<file path="src/rtl/dma_chan_pkg.sv">
package dma_chan_pkg;

  // command bit positions inside a control-register write
  localparam int CMD_LO      = 16;
  localparam int CMD_W       = 5;
  localparam int CMD_SET_EN  = 16;
  localparam int CMD_SET_UPD = 17;
  localparam int CMD_DEV2MEM = 18;
  localparam int CMD_CLR_CMP = 19;
  localparam int CMD_RESET   = 20;

  // status bit positions on a control-register read
  localparam int ST_EN  = 0;
  localparam int ST_UPD = 1;
  localparam int ST_CMP = 3;
  localparam int ST_DIR = 4;

  localparam logic [15:0] CTRL_OFS = 16'h0000;

  typedef struct packed {
    logic dir;
    logic cmp;
    logic upd;
    logic en;
  } flags_t;

  // pointers 0..3 form a contiguous block, later ones start a second block
  function automatic logic [15:0] ptr_offset(input int idx);
    if (idx < 4) return 16'h4000 + 16'(4 * idx);
    else         return 16'h4200 + 16'(4 * (idx - 4));
  endfunction

  function automatic logic [31:0] pack_status(input flags_t f);
    logic [31:0] r;
    r         = '0;
    r[ST_EN]  = f.en;
    r[ST_UPD] = f.upd;
    r[ST_CMP] = f.cmp;
    r[ST_DIR] = f.dir;
    return r;
  endfunction

endpackage

</file>
<file path="src/rtl/dma_rst_sync.sv">
module dma_rst_sync #(
  parameter int STAGES = 2
) (
  input  logic clk,
  input  logic rst_n,
  output logic rst_n_sync
);
  logic [STAGES-1:0] sync_q;
  logic [STAGES-1:0] sync_d;

  always_comb sync_d = {sync_q[STAGES-2:0], 1'b1};

  always_ff @(posedge clk or negedge rst_n) begin
    if (!rst_n) sync_q <= '0;
    else        sync_q <= sync_d;
  end

  assign rst_n_sync = sync_q[STAGES-1];
endmodule

</file>
<file path="src/rtl/dma_reg_decode.sv">
module dma_reg_decode
  import dma_chan_pkg::*;
#(
  parameter int ADDR_W = 16,
  parameter int NPTR   = 5
) (
  input  logic [ADDR_W-1:0] addr,
  output logic              ctrl_hit,
  output logic [NPTR-1:0]   ptr_hit,
  output logic              any_hit
);
  assign ctrl_hit = (addr == ADDR_W'(CTRL_OFS));

  for (genvar i = 0; i < NPTR; i++) begin : g_ptr_dec
    assign ptr_hit[i] = (addr == ADDR_W'(ptr_offset(i)));
  end

  assign any_hit = ctrl_hit | (|ptr_hit);
endmodule

</file>
<file path="src/rtl/dma_ctrl_flags.sv">
module dma_ctrl_flags
  import dma_chan_pkg::*;
(
  input  logic             clk,
  input  logic             rst_n,
  input  logic             ctrl_wr,
  input  logic [CMD_W-1:0] cmd,
  input  logic             done_pulse,
  output flags_t           flags
);
  flags_t flags_q;
  flags_t flags_d;
  logic   c_en, c_upd, c_dir, c_clr, c_rst;

  always_comb begin
    c_en  = ctrl_wr & cmd[CMD_SET_EN  - CMD_LO];
    c_upd = ctrl_wr & cmd[CMD_SET_UPD - CMD_LO];
    c_dir = ctrl_wr & cmd[CMD_DEV2MEM - CMD_LO];
    c_clr = ctrl_wr & cmd[CMD_CLR_CMP - CMD_LO];
    c_rst = ctrl_wr & cmd[CMD_RESET   - CMD_LO];

    flags_d = flags_q;
    if (c_rst) begin
      flags_d = '0;
    end else begin
      flags_d.en  = flags_q.en  | c_en;
      flags_d.upd = flags_q.upd | c_upd;
      flags_d.dir = flags_q.dir | c_dir;
      if (c_clr)                        flags_d.cmp = 1'b0;
      else if (done_pulse && flags_q.en) flags_d.cmp = 1'b1;
    end
  end

  always_ff @(posedge clk or negedge rst_n) begin
    if (!rst_n) flags_q <= '0;
    else        flags_q <= flags_d;
  end

  assign flags = flags_q;
endmodule

</file>
<file path="src/rtl/dma_ptr_bank.sv">
module dma_ptr_bank #(
  parameter int NPTR   = 5,
  parameter int DATA_W = 32
) (
  input  logic                       clk,
  input  logic                       rst_n,
  input  logic [NPTR-1:0]            wr_en,
  input  logic [DATA_W-1:0]          wdata,
  output logic [NPTR-1:0][DATA_W-1:0] ptr_q
);
  for (genvar i = 0; i < NPTR; i++) begin : g_ptr
    logic [DATA_W-1:0] q;
    logic [DATA_W-1:0] d;

    always_comb d = wr_en[i] ? wdata : q;

    always_ff @(posedge clk or negedge rst_n) begin
      if (!rst_n) q <= '0;
      else        q <= d;
    end

    assign ptr_q[i] = q;
  end
endmodule

</file>
<file path="src/rtl/dma_chan_regs.sv">
module dma_chan_regs
  import dma_chan_pkg::*;
#(
  parameter int ADDR_W = 16,
  parameter int DATA_W = 32,
  parameter int NPTR   = 5
) (
  input  logic              clk,
  input  logic              rst_n,
  input  logic              bus_sel,
  input  logic              bus_wr,
  input  logic [DATA_W/8-1:0] bus_be,
  input  logic [ADDR_W-1:0] bus_addr,
  input  logic [DATA_W-1:0] bus_wdata,
  output logic [DATA_W-1:0] bus_rdata,
  input  logic              done_pulse
);
  localparam int BE_W = DATA_W / 8;

  logic                        rst_n_s;
  logic                        word_ok, wr_ok, rd_ok;
  logic                        ctrl_hit, any_hit;
  logic [NPTR-1:0]             ptr_hit;
  logic [NPTR-1:0]             ptr_wr;
  logic [NPTR-1:0][DATA_W-1:0] ptr_q;
  flags_t                      flags;
  logic [DATA_W-1:0]           rd_mux;

  dma_rst_sync #(.STAGES(2)) u_rst (
    .clk(clk), .rst_n(rst_n), .rst_n_sync(rst_n_s)
  );

  assign word_ok = bus_sel & (bus_be == {BE_W{1'b1}});
  assign wr_ok   = word_ok & bus_wr;
  assign rd_ok   = word_ok & ~bus_wr;

  dma_reg_decode #(.ADDR_W(ADDR_W), .NPTR(NPTR)) u_dec (
    .addr(bus_addr), .ctrl_hit(ctrl_hit), .ptr_hit(ptr_hit), .any_hit(any_hit)
  );

  assign ptr_wr = ptr_hit & {NPTR{wr_ok}};

  dma_ctrl_flags u_ctrl (
    .clk(clk), .rst_n(rst_n_s),
    .ctrl_wr(wr_ok & ctrl_hit),
    .cmd(bus_wdata[CMD_LO +: CMD_W]),
    .done_pulse(done_pulse),
    .flags(flags)
  );

  dma_ptr_bank #(.NPTR(NPTR), .DATA_W(DATA_W)) u_ptr (
    .clk(clk), .rst_n(rst_n_s), .wr_en(ptr_wr), .wdata(bus_wdata), .ptr_q(ptr_q)
  );

  always_comb begin
    rd_mux = '0;
    if (ctrl_hit) rd_mux = DATA_W'(pack_status(flags));
    for (int i = 0; i < NPTR; i++) begin
      if (ptr_hit[i]) rd_mux = rd_mux | ptr_q[i];
    end
  end

  assign bus_rdata = (rd_ok && any_hit) ? rd_mux : '0;
endmodule

</file>
<file path="config.mk">
export PLATFORM = sky130hd
export DESIGN_NAME = dma_chan_regs
export DESIGN_NICKNAME = d
export VERILOG_FILES = /design/src/rtl/dma_chan_pkg.sv /design/src/rtl/dma_rst_sync.sv /design/src/rtl/dma_reg_decode.sv /design/src/rtl/dma_ctrl_flags.sv /design/src/rtl/dma_ptr_bank.sv /design/src/rtl/dma_chan_regs.sv
export SDC_FILE = /design/constraint.sdc
export NUM_CORES = 1
export LEC_CHECK = 0
export BUFFER_PORTS_ARGS = -buffer_cell sky130_fd_sc_hd__buf_4
export CAP_MARGIN = 20
export CELL_PAD_IN_SITES_DETAIL_PLACEMENT = 1
export CELL_PAD_IN_SITES_GLOBAL_PLACEMENT = 1
export CORE_ASPECT_RATIO = 1.75
export CORE_MARGIN = 8
export CORE_UTILIZATION = 53
export DETAILED_ROUTE_END_ITERATION = 12
export GPL_ROUTABILITY_DRIVEN = 0
export GPL_TIMING_DRIVEN = 0
export PLACE_DENSITY = 0.86
export SKIP_CTS_REPAIR_TIMING = 1
export SYNTH_ARGS = -nofsm -noshare
export SYNTH_HDL_FRONTEND = slang
export SYNTH_SLANG_ARGS = --single-unit
</file>
<file path="constraint.sdc">
create_clock -name clk -period 11.8 [get_ports clk]
set_clock_uncertainty 0.05 [all_clocks]
set_input_delay 0.59 -clock clk [delete_from_list [all_inputs] [get_ports clk]]
set_output_delay 0.59 -clock clk [all_outputs]
set_load 0.1 [all_outputs]
</file>
==> impl_summary.md, run 1 <==
Outcome
The run finished with clean final reports.

Yosys
The most instantiated flip-flop cell in the synthesis netlist is sky130_fd_sc_hd__dfrtp_1. Synthesis produced a netlist with a net count of 567. Sorting the synthesized cells by how often they occur yields 166 x sky130_fd_sc_hd__dfrtp_1, 152 x sky130_fd_sc_hd__mux2_2, 34 x sky130_fd_sc_hd__nor2_1.

The average size of a mapped cell is 15.1 µm². In this run the cell area of the synthesized design comes to 7700 µm². The largest total area in the synthesized netlist belongs to sky130_fd_sc_hd__dfrtp_1. The top cell type by area accounts for 53.9% of the synthesized area. The number of warnings printed during yosys synthesis is 0. After technology mapping, the gate count stands at 510. The number of flops mapped to enable cells by yosys is 0. The portion of the post-synthesis area used by sequential elements is 53.9%.

The count of cell types in the netlist is 37. The most common cell in the netlist is sky130_fd_sc_hd__dfrtp_1. The synthesized design contains 166 register bits. Sorting the synthesized cells by area gives the leading types as sky130_fd_sc_hd__dfrtp_1 54%, sky130_fd_sc_hd__mux2_2 22%, sky130_fd_sc_hd__mux4_2 9.4%. Counting flops with an async set or reset pin after synthesis yields a share of 100%.

Setup path
The data arrival time of the worst path is 3.38 ns. The maximum single-stage delay on the critical path is 0.55 ns. The number of buffer and inverter stages on the critical path is 4. The peak fanout along the critical path is 10. The worst register-to-register path begins at u_rst.sync_q[1]$_DFF_PN0_. The critical path required time is 11.16 ns.

Traced cell by cell, the critical path runs through buf_4, or4_4, nor2_1, clkbuf_1, buf_1, nand3_1, a21oi_1, buf_4. The worst setup slack for register-to-register paths is 10.47 ns. The start-to-end type of the worst setup path is input pin to primary output. On the critical path, the stage with the largest delay is an instance of sky130_fd_sc_hd__or4_4. The worst setup path is launched from an input pin. The cell class contributing the biggest share of worst-path delay is buffers and inverters. STA classifies the critical path endpoint as a primary output. The most critical setup path has its startpoint at bus_addr[1]. By instance count, the cell type seen most on the critical path is sky130_fd_sc_hd__buf_4.

Pwr
The maximum vdd drop is 98.3 µV. For this design the ratio of total power to cell area is 128 nW/µm². The switching share of total power is 23.3%. The switching component of the power is 0.275 mW.

Per report_power, the combinational group accounts for 4.4% of the total. The leakage power is 4.40 nW. The proportion of power drawn by flip-flops and latches is 48.4%. The portion of total power attributed to the clock network is 47.2%. The internal power contribution is 0.905 mW.

Global routing
Summed over all layers, the global routing overflow is 0. The wire length of the first global-routing pass is 36000 µm. The initial antenna violation count came to 0. Global routing used 25.4% of the available tracks across all layers.

Entering global routing, the biggest net connects 78 pins. The number of global-route vias before repair is 6036.

Detailed routing
Dividing the detail-routed wire length by the instance count gives 27.5 µm. The number of remaining DRC errors is 0. The first TritonRoute pass finished after 4 iterations. After detailed routing, the number of vias per cell comes to 6.32.

The routed layout has 5135 vias. After detailed routing, the total wire length is 22400 µm. The number of DRC violations after detailed-routing iteration 0 is 272.

The number of nets still failing antenna checks after routing is 0.

Floorplan
The initial core utilization is 53.9%. The placeable core region is 14300 µm². The row count is 58.

The die is 107 µm wide. The floorplan die area is 18800 µm². For this design the top-level I/O count stands at 89.

Measured along the y axis, the die boundary spans 175 µm.

Run
The tool flagged a number of max-cap violations equal to 0.

STA
Hold timing on the final database bottoms out at a slack of 0.170 ns. At the pin with the least slew margin, the transition time is 1.05 ns. Setup repair after global routing left no endpoint under its margin.

The count of endpoints failing setup in the final report is 0. Headroom to the max-slew limit came out at 29.6%. The max-slew violation count came to 0.

The post-route fraction of the period consumed by the critical path is 34.1%. The final number of hold-violating endpoints is 0. For this run, the top clock speed supported by timing is 0.249 GHz.

The setup TNS is 0 ns. After layout, the minimum clock period comes to 4.02 ns.

CTS
The number of buffers on the longest clock path is 2. CTS built an H-tree with a depth of 4. After clock tree synthesis, the clock-pin slew on the worst setup and hold paths is 0.07 ns. The clock network latency to the later pin of the worst-skew pair is 0.42 ns. The clock net in this run drives a total of 166 sinks. Clock tree synthesis selected as its root buffer the cell sky130_fd_sc_hd__clkbuf_16. The number of buffers created by CTS is 17.

The clock tree from TritonCTS is done.

Finish
0 antenna diodes ended up in the layout. The count of filler cells inserted in the layout is 1328. The net total in the final layout is 677.

From synthesis to final layout, the design area changed by 19.9%. The post-route netlist has 53.2% of its cells at a drive strength greater than 1.

Placement
Port buffering added 88 buffers. The half-perimeter wire length after placement is 14100 µm.

Worst hold path
The class of the worst hold path is flip-flop to asynchronous set/reset pin.
[routing by layer]
metal  track usage (%)  part of all wire, %  wire length, µm  up-vias
li1                  -                    -                -     2161
met3              4.99                  4.5             1000       44
met5                 0                    0                0        -
met1              29.0                   38             8450     2755
met2              44.1                   54            12200      175
met4              11.9                  3.3              750        0
[final cells by class]
type	count	area (µm²)	share of cell area [%]
repair buffers	91	726	7.86
clock inverters	13	148	1.60
multi-input cells	306	3310	35.9
clock buffers	19	433	4.69
flip-flops and latches	166	4160	45.0
well taps	180	225	2.44
plain buffers	38	231	2.51
[through the flow]
step | total power, mW | cells | cell area (µm²) | setup WS (ns) | util [%]
2_1_floorplan | 0.601 | 510 | 7700 | 6.78 | -
3_3_place_gp | 0.628 | 778 | 8590 | 5.51 | 60.1
3_5_place_dp | 0.633 | 780 | 8640 | 7.95 | 60.5
4_1_cts | 1.18 | 812 | 9230 | 7.81 | 64.5
5_1_grt | 1.21 | 813 | 9240 | 7.71 | 64.6
6_report | 1.18 | 813 | 9240 | 7.78 | 64.6
[registers in the layout (all words and copies together), names as in the netlist]
signal / count
u_ctrl.flags: 4
u_ptr.g_ptr.q: 160
u_rst.sync_q: 2
[kinds of logic after synthesis]
kind of cell	Yosys count	synth area share, %
DFF	166	53.9
muxes	192	32.8
buffers and inverters	38	3.01
and+or+nand+nor	70	5.56
AOI/OAI and AO/OA	43	4.68
other	1	0.0487
[cell usage in the layout, fill, tap and decap left out, drive strengths merged, types with 4 or more instances in the layout]
| cell type | instances |
|---|---|
| clkbuf | 34 |
| nor2 | 34 |
| mux2 | 160 |
| dfrtp | 166 |
| mux4 | 32 |
| a32oi | 32 |
| buf | 113 |
| nand3 | 5 |
| a21oi | 5 |
| nor4 | 6 |
| clkinv | 4 |
| inv | 4 |
| nor3 | 4 |
[power groups by stage]
| stage | Combinational [mW] | Sequential [mW] | Clock (mW) |
|---|---|---|---|
| 2_1_floorplan | 0.0132 | 0.588 | 0 |
| 3_3_place_gp | 0.0380 | 0.590 | 0 |
| 3_5_place_dp | 0.0514 | 0.582 | 0 |
| 4_1_cts | 0.0524 | 0.571 | 0.560 |
| 5_1_grt | 0.0568 | 0.571 | 0.580 |
| 6_report | 0.0521 | 0.571 | 0.557 |
[final timing paths]
| path | endpoint | cells past startpoint |
|---|---|---|
| setup / recovery | bus_rdata[3] | 8 |
| hold / removal | u_ptr.g_ptr[1].q[26]$_DFFE_PN0P_ | 0 |
| setup reg to reg | u_ptr.g_ptr[4].q[28]$_DFFE_PN0P_ | 2 |
| hold reg to reg | u_ptr.g_ptr[1].q[26]$_DFFE_PN0P_ | 0 |
| max in group asynchronous | u_ptr.g_ptr[4].q[28]$_DFFE_PN0P_ | 2 |
| min in group clk | u_rst.sync_q[1]$_DFF_PN0_ | 0 |
No activity file was read; power rests on OpenSTA's default activity.
==> inputs of run 2 (changes only) <==
- CORE_UTILIZATION: 53 -> 44
- PLACE_DENSITY: 0.86 -> 0.76
- clock period: 11.8 -> 3.23 ns (I/O delays scaled with it)
==> run 2 against run 1 <==
Clock power increased to 3.7 times the previous value. Power increased to 3.7 times the previous value. Non-clock buffer count increased by 34. First-iteration DRC count decreased by 1.8%. Global-route usage decreased by 5.2 points. Via count decreased by 0.51%. Final area increased by 4.4%.
==> impl_summary.md, run 2 (synthesis gave the netlist of run 1 again) <==
Outcome
Run status: completed (unchanged).

Floorplan
The number of ports placed on the die boundary is 89 (unchanged). The y dimension of the die is 191 µm (was 175 µm). The floorplan die area is 22200 µm² (was 18800 µm²). The row count is 64 (was 58). The horizontal die dimension is 116 µm (was 107 µm). The initial core utilization was 44.5% (was 53.9%). The placeable core region is 17300 µm² (was 14300 µm²).

CTS
The buffer type at the clock tree root is sky130_fd_sc_hd__clkbuf_16 (unchanged). The number of clock sinks came to 166 (unchanged). The clock network latency to the later pin of the worst-skew pair is 0.43 ns (was 0.42 ns).

The number of buffers created by CTS was 17 (unchanged). The count of H-tree levels built during CTS is 4 (unchanged). The post-CTS clock slew at the launch and capture registers of the worst setup and hold paths is 0.06 ns (was 0.07 ns). The number of buffers on the longest clock path is 2 (unchanged). The clock tree from TritonCTS was done (unchanged).

STA
The final setup slack of the worst path is 0.159 ns (was 7.78 ns). The max-slew violation count is 0 (unchanged). The final number of hold-violating endpoints is 0 (unchanged). The clock period minus final worst setup slack is 3.07 ns. The worst path uses 95.1% of the clock period. Unrepaired setup endpoints after global routing: false (unchanged). Timing would allow up to 0.326 GHz. The count of endpoints failing setup in the final report was 0 (unchanged).

The worst relative slew slack is 38.2% (was 29.6%). The transition time at the pin with the least slew margin was 0.927 ns (was 1.05 ns).

Worst hold path
The worst hold path was traced through 4 stages. The class of the worst hold path is input pin to flip-flop (was flip-flop to asynchronous set/reset pin). The end point of the worst hold path is u_ptr.g_ptr[1].q[31]$_DFFE_PN0P_. In this run the most critical hold path is launched from bus_addr[3].

Setup path
The critical path required time came to 3.02 ns (was 11.16 ns). The worst setup slack for register-to-register paths is 1.90 ns (was 10.47 ns). The reg-to-reg startpoint is u_rst.sync_q[1]$_DFF_PN0_ (unchanged).

The kind of end point of the critical path is a primary output (unchanged). The number of cells traversed by the worst register-to-register path is 1 (was 2). The data arrival time of the worst path is 2.86 ns (was 3.38 ns). The beginning of the critical path was bus_addr[13] (was bus_addr[1]).

The peak fanout along the critical path is 10 (unchanged). The capture instance of the worst register-to-register path is u_ptr.g_ptr[1].q[6]$_DFFE_PN0P_ (was u_ptr.g_ptr[4].q[28]$_DFFE_PN0P_). The start-to-end type of the worst setup path is input pin to primary output (unchanged). The sort of element at the start of the critical path was an input pin (unchanged).

Detailed routing
The number of DRC violations after detailed-routing iteration 0 came to 267 (was 272). The routed via count divided by cell count was 5.69 (was 6.32). The count of vias placed by the detailed router is 5109 (was 5135). The average wire per standard cell came to 24.0 µm (was 27.5 µm). The number of remaining DRC errors is 0 (unchanged).

The routed wire length is 21500 µm (was 22400 µm). The number of nets still failing antenna checks after routing is 0 (unchanged). The first-pass detailed-route iteration total is 6 (was 4).

Global routing
The pin count of the biggest net entering global routing is 68 (was 78). The number of global-route vias before repair is 5837 (was 6036). The wire length of the first global-routing pass is 33500 µm (was 36000 µm). The initial antenna violation count is 0 (unchanged). The global-route total usage across every layer came to 20.2% (was 25.4%). The final global-route overflow total is 0 (unchanged).

Pwr
The maximum vdd drop came to 358 µV (was 98.3 µV). The power per cell area was 451 nW/µm² (was 128 nW/µm²). The leakage power is 4.54 nW (was 4.40 nW).

Finish
The flip-flop count of the largest register, all copies and words added was 160 (unchanged). The largest register by flop count was u_ptr.g_ptr.q (unchanged). The net total in the final layout was 711 (was 677).

The antenna diode count came to 0 (unchanged). The most common library cell in the layout ignoring fill and taps was sky130_fd_sc_hd__dfrtp_1 (unchanged). Most frequent cells in the layout: 165 x sky130_fd_sc_hd__dfrtp_1, 152 x sky130_fd_sc_hd__mux2_2, 91 x sky130_fd_sc_hd__buf_4 (unchanged). The post-route core utilization came to 55.8% (was 64.6%). The layout overhead on the synthesized area is 25.3% (was 19.9%). The fraction of final layout cells sized beyond drive strength 1 was 50.4% (was 53.2%).

Run
The number of max-capacitance violations reported was 0 (unchanged).

Placement
The count of input and output buffers came to 88 (unchanged). The post-placement worst setup slack came to 0.213 ns (was 7.95 ns). The half-perimeter wire length after placement is 14800 µm (was 14100 µm).
run 2: cell types whose count changed in the layout (fill, tap and decap cells not counted), sizes merged:
cell,change
inv,-1
clkinvlp,+1
dlygate4sd3,+34
clkbuf,+4
clkinv,-4
run 2: metrics by stage:
step | hold WS, ns | total power, mW | std cells | instance area [µm²] | TNS (ns)
after floorplan | -0.184 | 2.20 | 510 | 7700 | 0
after global placement | -0.106 | 2.30 | 829 | 8650 | -56.08
after detailed placement | -0.105 | 2.31 | 831 | 8700 | 0
after CTS | -0.566 | 4.36 | 863 | 9300 | 0
after global routing | 0.247 | 4.49 | 898 | 9650 | 0
final | 0.237 | 4.35 | 898 | 9650 | 0
run 2: cell type report:
cell class / count / area, µm²
clock inverters: 9 / 116
plain buffers: 38 / 231
fillers: 1707 / 7650
well taps: 231 / 289
flip-flops and latches: 166 / 4160
multi-input cells: 306 / 3310
repair buffers: 125 / 1060
clock buffers: 23 / 478
run 2: worst max-delay path, cell delays in order:
cell                       delay, ns
sky130_fd_sc_hd__buf_4          0.11
sky130_fd_sc_hd__or4b_1         0.63
sky130_fd_sc_hd__nor3_1         0.33
sky130_fd_sc_hd__clkbuf_1       0.55
sky130_fd_sc_hd__buf_2          0.39
sky130_fd_sc_hd__a32oi_1        0.16
sky130_fd_sc_hd__nor2_1         0.18
sky130_fd_sc_hd__buf_4          0.32
run 2: report_power, final:
part,switching (mW),internal [mW]
clock,0.836,1.21
combinational,0.108,0.103
sequential,0.0170,2.08
run 2: how the worst max path moves through the flow:
stage	to	cells after the start
after floorplan	bus_rdata[0]	6
after global placement	u_ptr.g_ptr[4].q[24]$_DFFE_PN0P_	0
after detailed placement	bus_rdata[30]	8
after CTS	bus_rdata[27]	8
after global routing	bus_rdata[21]	8
final	bus_rdata[27]	8
run 2: layer usage:
metal,global-route usage (%),vias up,share of wire [%]
li1,-,2225,-
met1,21.9,2687,37
met2,36.1,150,56
met3,4.14,47,4.0
met4,9.98,0,3.2
met5,0,-,0
==> inputs of run 3 (changes only) <==
- CORE_UTILIZATION: 44 -> 53
- PLACE_DENSITY: 0.76 -> 0.86
- clock period: 3.23 -> 3.7 ns (I/O delays scaled with it)
==> run 3 against run 2 <==
The flow now finishes with violations (negative hold slack). Critical path depth unchanged. Hold slack worse by 0.24 ns. Count of clock-buffer cells in the layout down 4. Power down 14%. Sequential cell count unchanged. Sequential power down 13%. Combinational power down 10%. Setup slack better by 0.36 ns. Clock power down 16%. Final area down 1.4%. Via count up 1.9%. Largest cell class unchanged. Largest power group unchanged. Highest routed layer unchanged.
==> impl_summary.md, run 3 (synthesis gave the netlist of run 1 again) <==
STA
The transition time at the pin with the least slew margin is 0.994 ns (was 0.927 ns). The final setup slack of the worst path is 0.521 ns (was 0.159 ns). The post-route fraction of the period consumed by the critical path is 85.9%. The worst hold-check slack is -0.00514 ns (was 0.237 ns). Unrepaired setup endpoints after global routing: false (unchanged). The clock period minus final worst setup slack is 3.18 ns. The worst relative slew slack is 33.1% (was 38.2%). Static timing analysis puts the maximum clock frequency at 0.315 GHz. The final number of hold-violating endpoints is 3 (was 0). The setup TNS is 0 ns (unchanged). The max-slew violation count was 0 (unchanged). The count of endpoints failing setup in the final report was 0 (unchanged).

Global routing
The final global-route overflow total is 0 (unchanged). The global-route total usage across every layer is 24.9% (was 20.2%). The number of global-route vias before repair is 6091 (was 5837). The pin count of the biggest net entering global routing came to 79 (was 68). The wire length of the first global-routing pass was 35400 µm (was 33500 µm). The initial antenna violation count was 0 (unchanged).

Floorplan
The placeable core region is 14300 µm² (was 17300 µm²). The y dimension of the die is 175 µm (was 191 µm). The initial core utilization came to 53.9% (was 44.5%). The horizontal die dimension is 107 µm (was 116 µm). The floorplan die area came to 18800 µm² (was 22200 µm²). The number of ports placed on the die boundary came to 89 (unchanged). The row count came to 58 (was 64).

Placement
The post-placement worst setup slack is 0.590 ns (was 0.213 ns). The area after detailed placement was 8640 µm² (was 8700 µm²). The half-perimeter wire length after placement is 14600 µm (was 14800 µm).

The number of placed instances, taps included is 780 (was 831). The count of input and output buffers came to 88 (unchanged).

Detailed routing
The number of DRC violations after detailed-routing iteration 0 is 208 (was 267). The first-pass detailed-route iteration total was 4 (was 6). The count of vias placed by the detailed router is 5205 (was 5109).

The routed via count divided by cell count is 6.19 (was 5.69). The number of nets still failing antenna checks after routing is 0 (unchanged). The average wire per standard cell came to 26.8 µm (was 24.0 µm).

The routed wire length is 22500 µm (was 21500 µm). The number of remaining DRC errors came to 0 (unchanged).

Finish
The number of non-filler instances in the completed layout was 841 (was 898). The flip-flop count of the largest register, all copies and words added came to 160 (unchanged). The count of filler cells inserted in the layout is 1326 (was 1707). The footprint of the flip-flops and latches is 4160 µm² (unchanged). The layout overhead on the synthesized area is 23.5% (was 25.3%). The net total in the final layout was 706 (was 711). The antenna diode count was 0 (unchanged).

The most common library cell in the layout ignoring fill and taps is sky130_fd_sc_hd__dfrtp_1 (unchanged). Most frequent cells in the layout: 165 x sky130_fd_sc_hd__dfrtp_1, 152 x sky130_fd_sc_hd__mux2_2, 91 x sky130_fd_sc_hd__buf_4 (unchanged). The fraction of final layout cells sized beyond drive strength 1 is 51.0% (was 50.4%).

The area occupied by multi-input gates is 3310 µm² (unchanged). The post-route core utilization is 66.5% (was 55.8%). The largest register by flop count is u_ptr.g_ptr.q (unchanged). The cell area after layout is 9510 µm² (was 9650 µm²).

Pwr
The internal power contribution was 2.85 mW (was 3.39 mW). The switching share of total power is 23.6% (was 22.1%). The power per cell area is 393 nW/µm² (was 451 nW/µm²). The maximum vdd drop is 258 µV (was 358 µV). The power consumption came to 3.74 mW (was 4.35 mW).

The portion of total power attributed to the clock network came to 46.2% (was 47.0%). The leakage power is 4.51 nW (was 4.54 nW). The switching component of the power was 0.881 mW (was 0.960 mW).

The proportion of power drawn by flip-flops and latches is 48.8% (was 48.2%). The fraction of power consumed by combinational cells is 5.1% (was 4.8%).

Setup path
Series of cell instances along the critical path: buf_4, or4_4, nor2_1, clkbuf_1, buf_1, nand3_1, a21oi_1, buf_4 (was buf_4, or4b_1, nor3_1, clkbuf_1, buf_2, a32oi_1, nor2_1, buf_4). The sort of element at the start of the critical path is an input pin (unchanged). The number of buffer and inverter stages on the critical path is 4 (unchanged). The peak fanout along the critical path was 10 (unchanged). The critical path required time is 3.46 ns (was 3.02 ns). The cell with the most instances on the worst path is sky130_fd_sc_hd__buf_4 (unchanged). The kind of end point of the critical path was a primary output (unchanged). The maximum single-stage delay on the critical path is 0.57 ns (was 0.63 ns).

The start-to-end type of the worst setup path is input pin to primary output (unchanged). The cell class contributing the biggest share of worst-path delay is buffers and inverters (unchanged). The data arrival time of the worst path is 2.94 ns (was 2.86 ns). The worst-path cell with the longest stage delay is sky130_fd_sc_hd__or4_4 (was sky130_fd_sc_hd__or4b_1).

Outcome
Run status: complete, but fails checks (was completed). The checks that failed: negative hold slack.

CTS
The number of clock sinks is 166 (unchanged). The clock tree from TritonCTS is done (unchanged). The number of buffers on the longest clock path is 2 (unchanged). The number of buffers created by CTS was 17 (unchanged). The buffer type at the clock tree root was sky130_fd_sc_hd__clkbuf_16 (unchanged). The post-CTS clock slew at the launch and capture registers of the worst setup and hold paths is 0.07 ns (was 0.06 ns). The count of H-tree levels built during CTS came to 4 (unchanged). The clock network latency to the later pin of the worst-skew pair was 0.43 ns (about the same).

Worst hold path
The class of the worst hold path is input pin to flip-flop (unchanged).

Run
The number of max-capacitance violations reported is 0 (unchanged).
## run 3: power by group through the flow
stage / Clock, mW / Sequential (mW) / Combinational [mW]
detailed placement: 0 / 1.86 / 0.163
global route: 1.81 / 1.82 / 0.205
finish: 1.72 / 1.82 / 0.189
global placement: 0 / 1.88 / 0.122
CTS: 1.75 / 1.82 / 0.164
floorplan: 0 / 1.88 / 0.0420
## run 3: final timing paths
check | start | end | slack [ns] | cells after the start
setup / recovery | bus_addr[1] | bus_rdata[4] | 0.52 | 8
hold / removal | bus_wdata[20] | u_ptr.g_ptr[0].q[20]$_DFFE_PN0P_ | -0.005 | 2
setup reg to reg | u_rst.sync_q[1]$_DFF_PN0_ | u_ptr.g_ptr[2].q[15]$_DFFE_PN0P_ | 2.30 | 2
hold reg to reg | u_rst.sync_q[1]$_DFF_PN0_ | u_ptr.g_ptr[1].q[6]$_DFFE_PN0P_ | 0.23 | 0
max in group asynchronous | u_rst.sync_q[1]$_DFF_PN0_ | u_ptr.g_ptr[2].q[15]$_DFFE_PN0P_ | 2.30 | 2
min in group asynchronous | rst_n | u_rst.sync_q[1]$_DFF_PN0_ | 0.01 | 2
## run 3: per-layer routing
metal / vias to the layer above / global-route usage (%) / wire (µm)
met5: - / 0 / 0
met4: 0 / 11.4 / 699
met3: 46 / 5.03 / 941
met2: 158 / 43.6 / 12400
met1: 2781 / 28.2 / 8470
li1: 2220 / - / -
## run 3: area by class of cell
cell class	instances	share of cell area [%]
buffer	38	2.43
clock buffer	19	4.66
clock inverter	12	1.26
multi-input combinational	306	34.9
sequential	166	43.7
tap	180	2.37
timing repair buffer	120	10.7
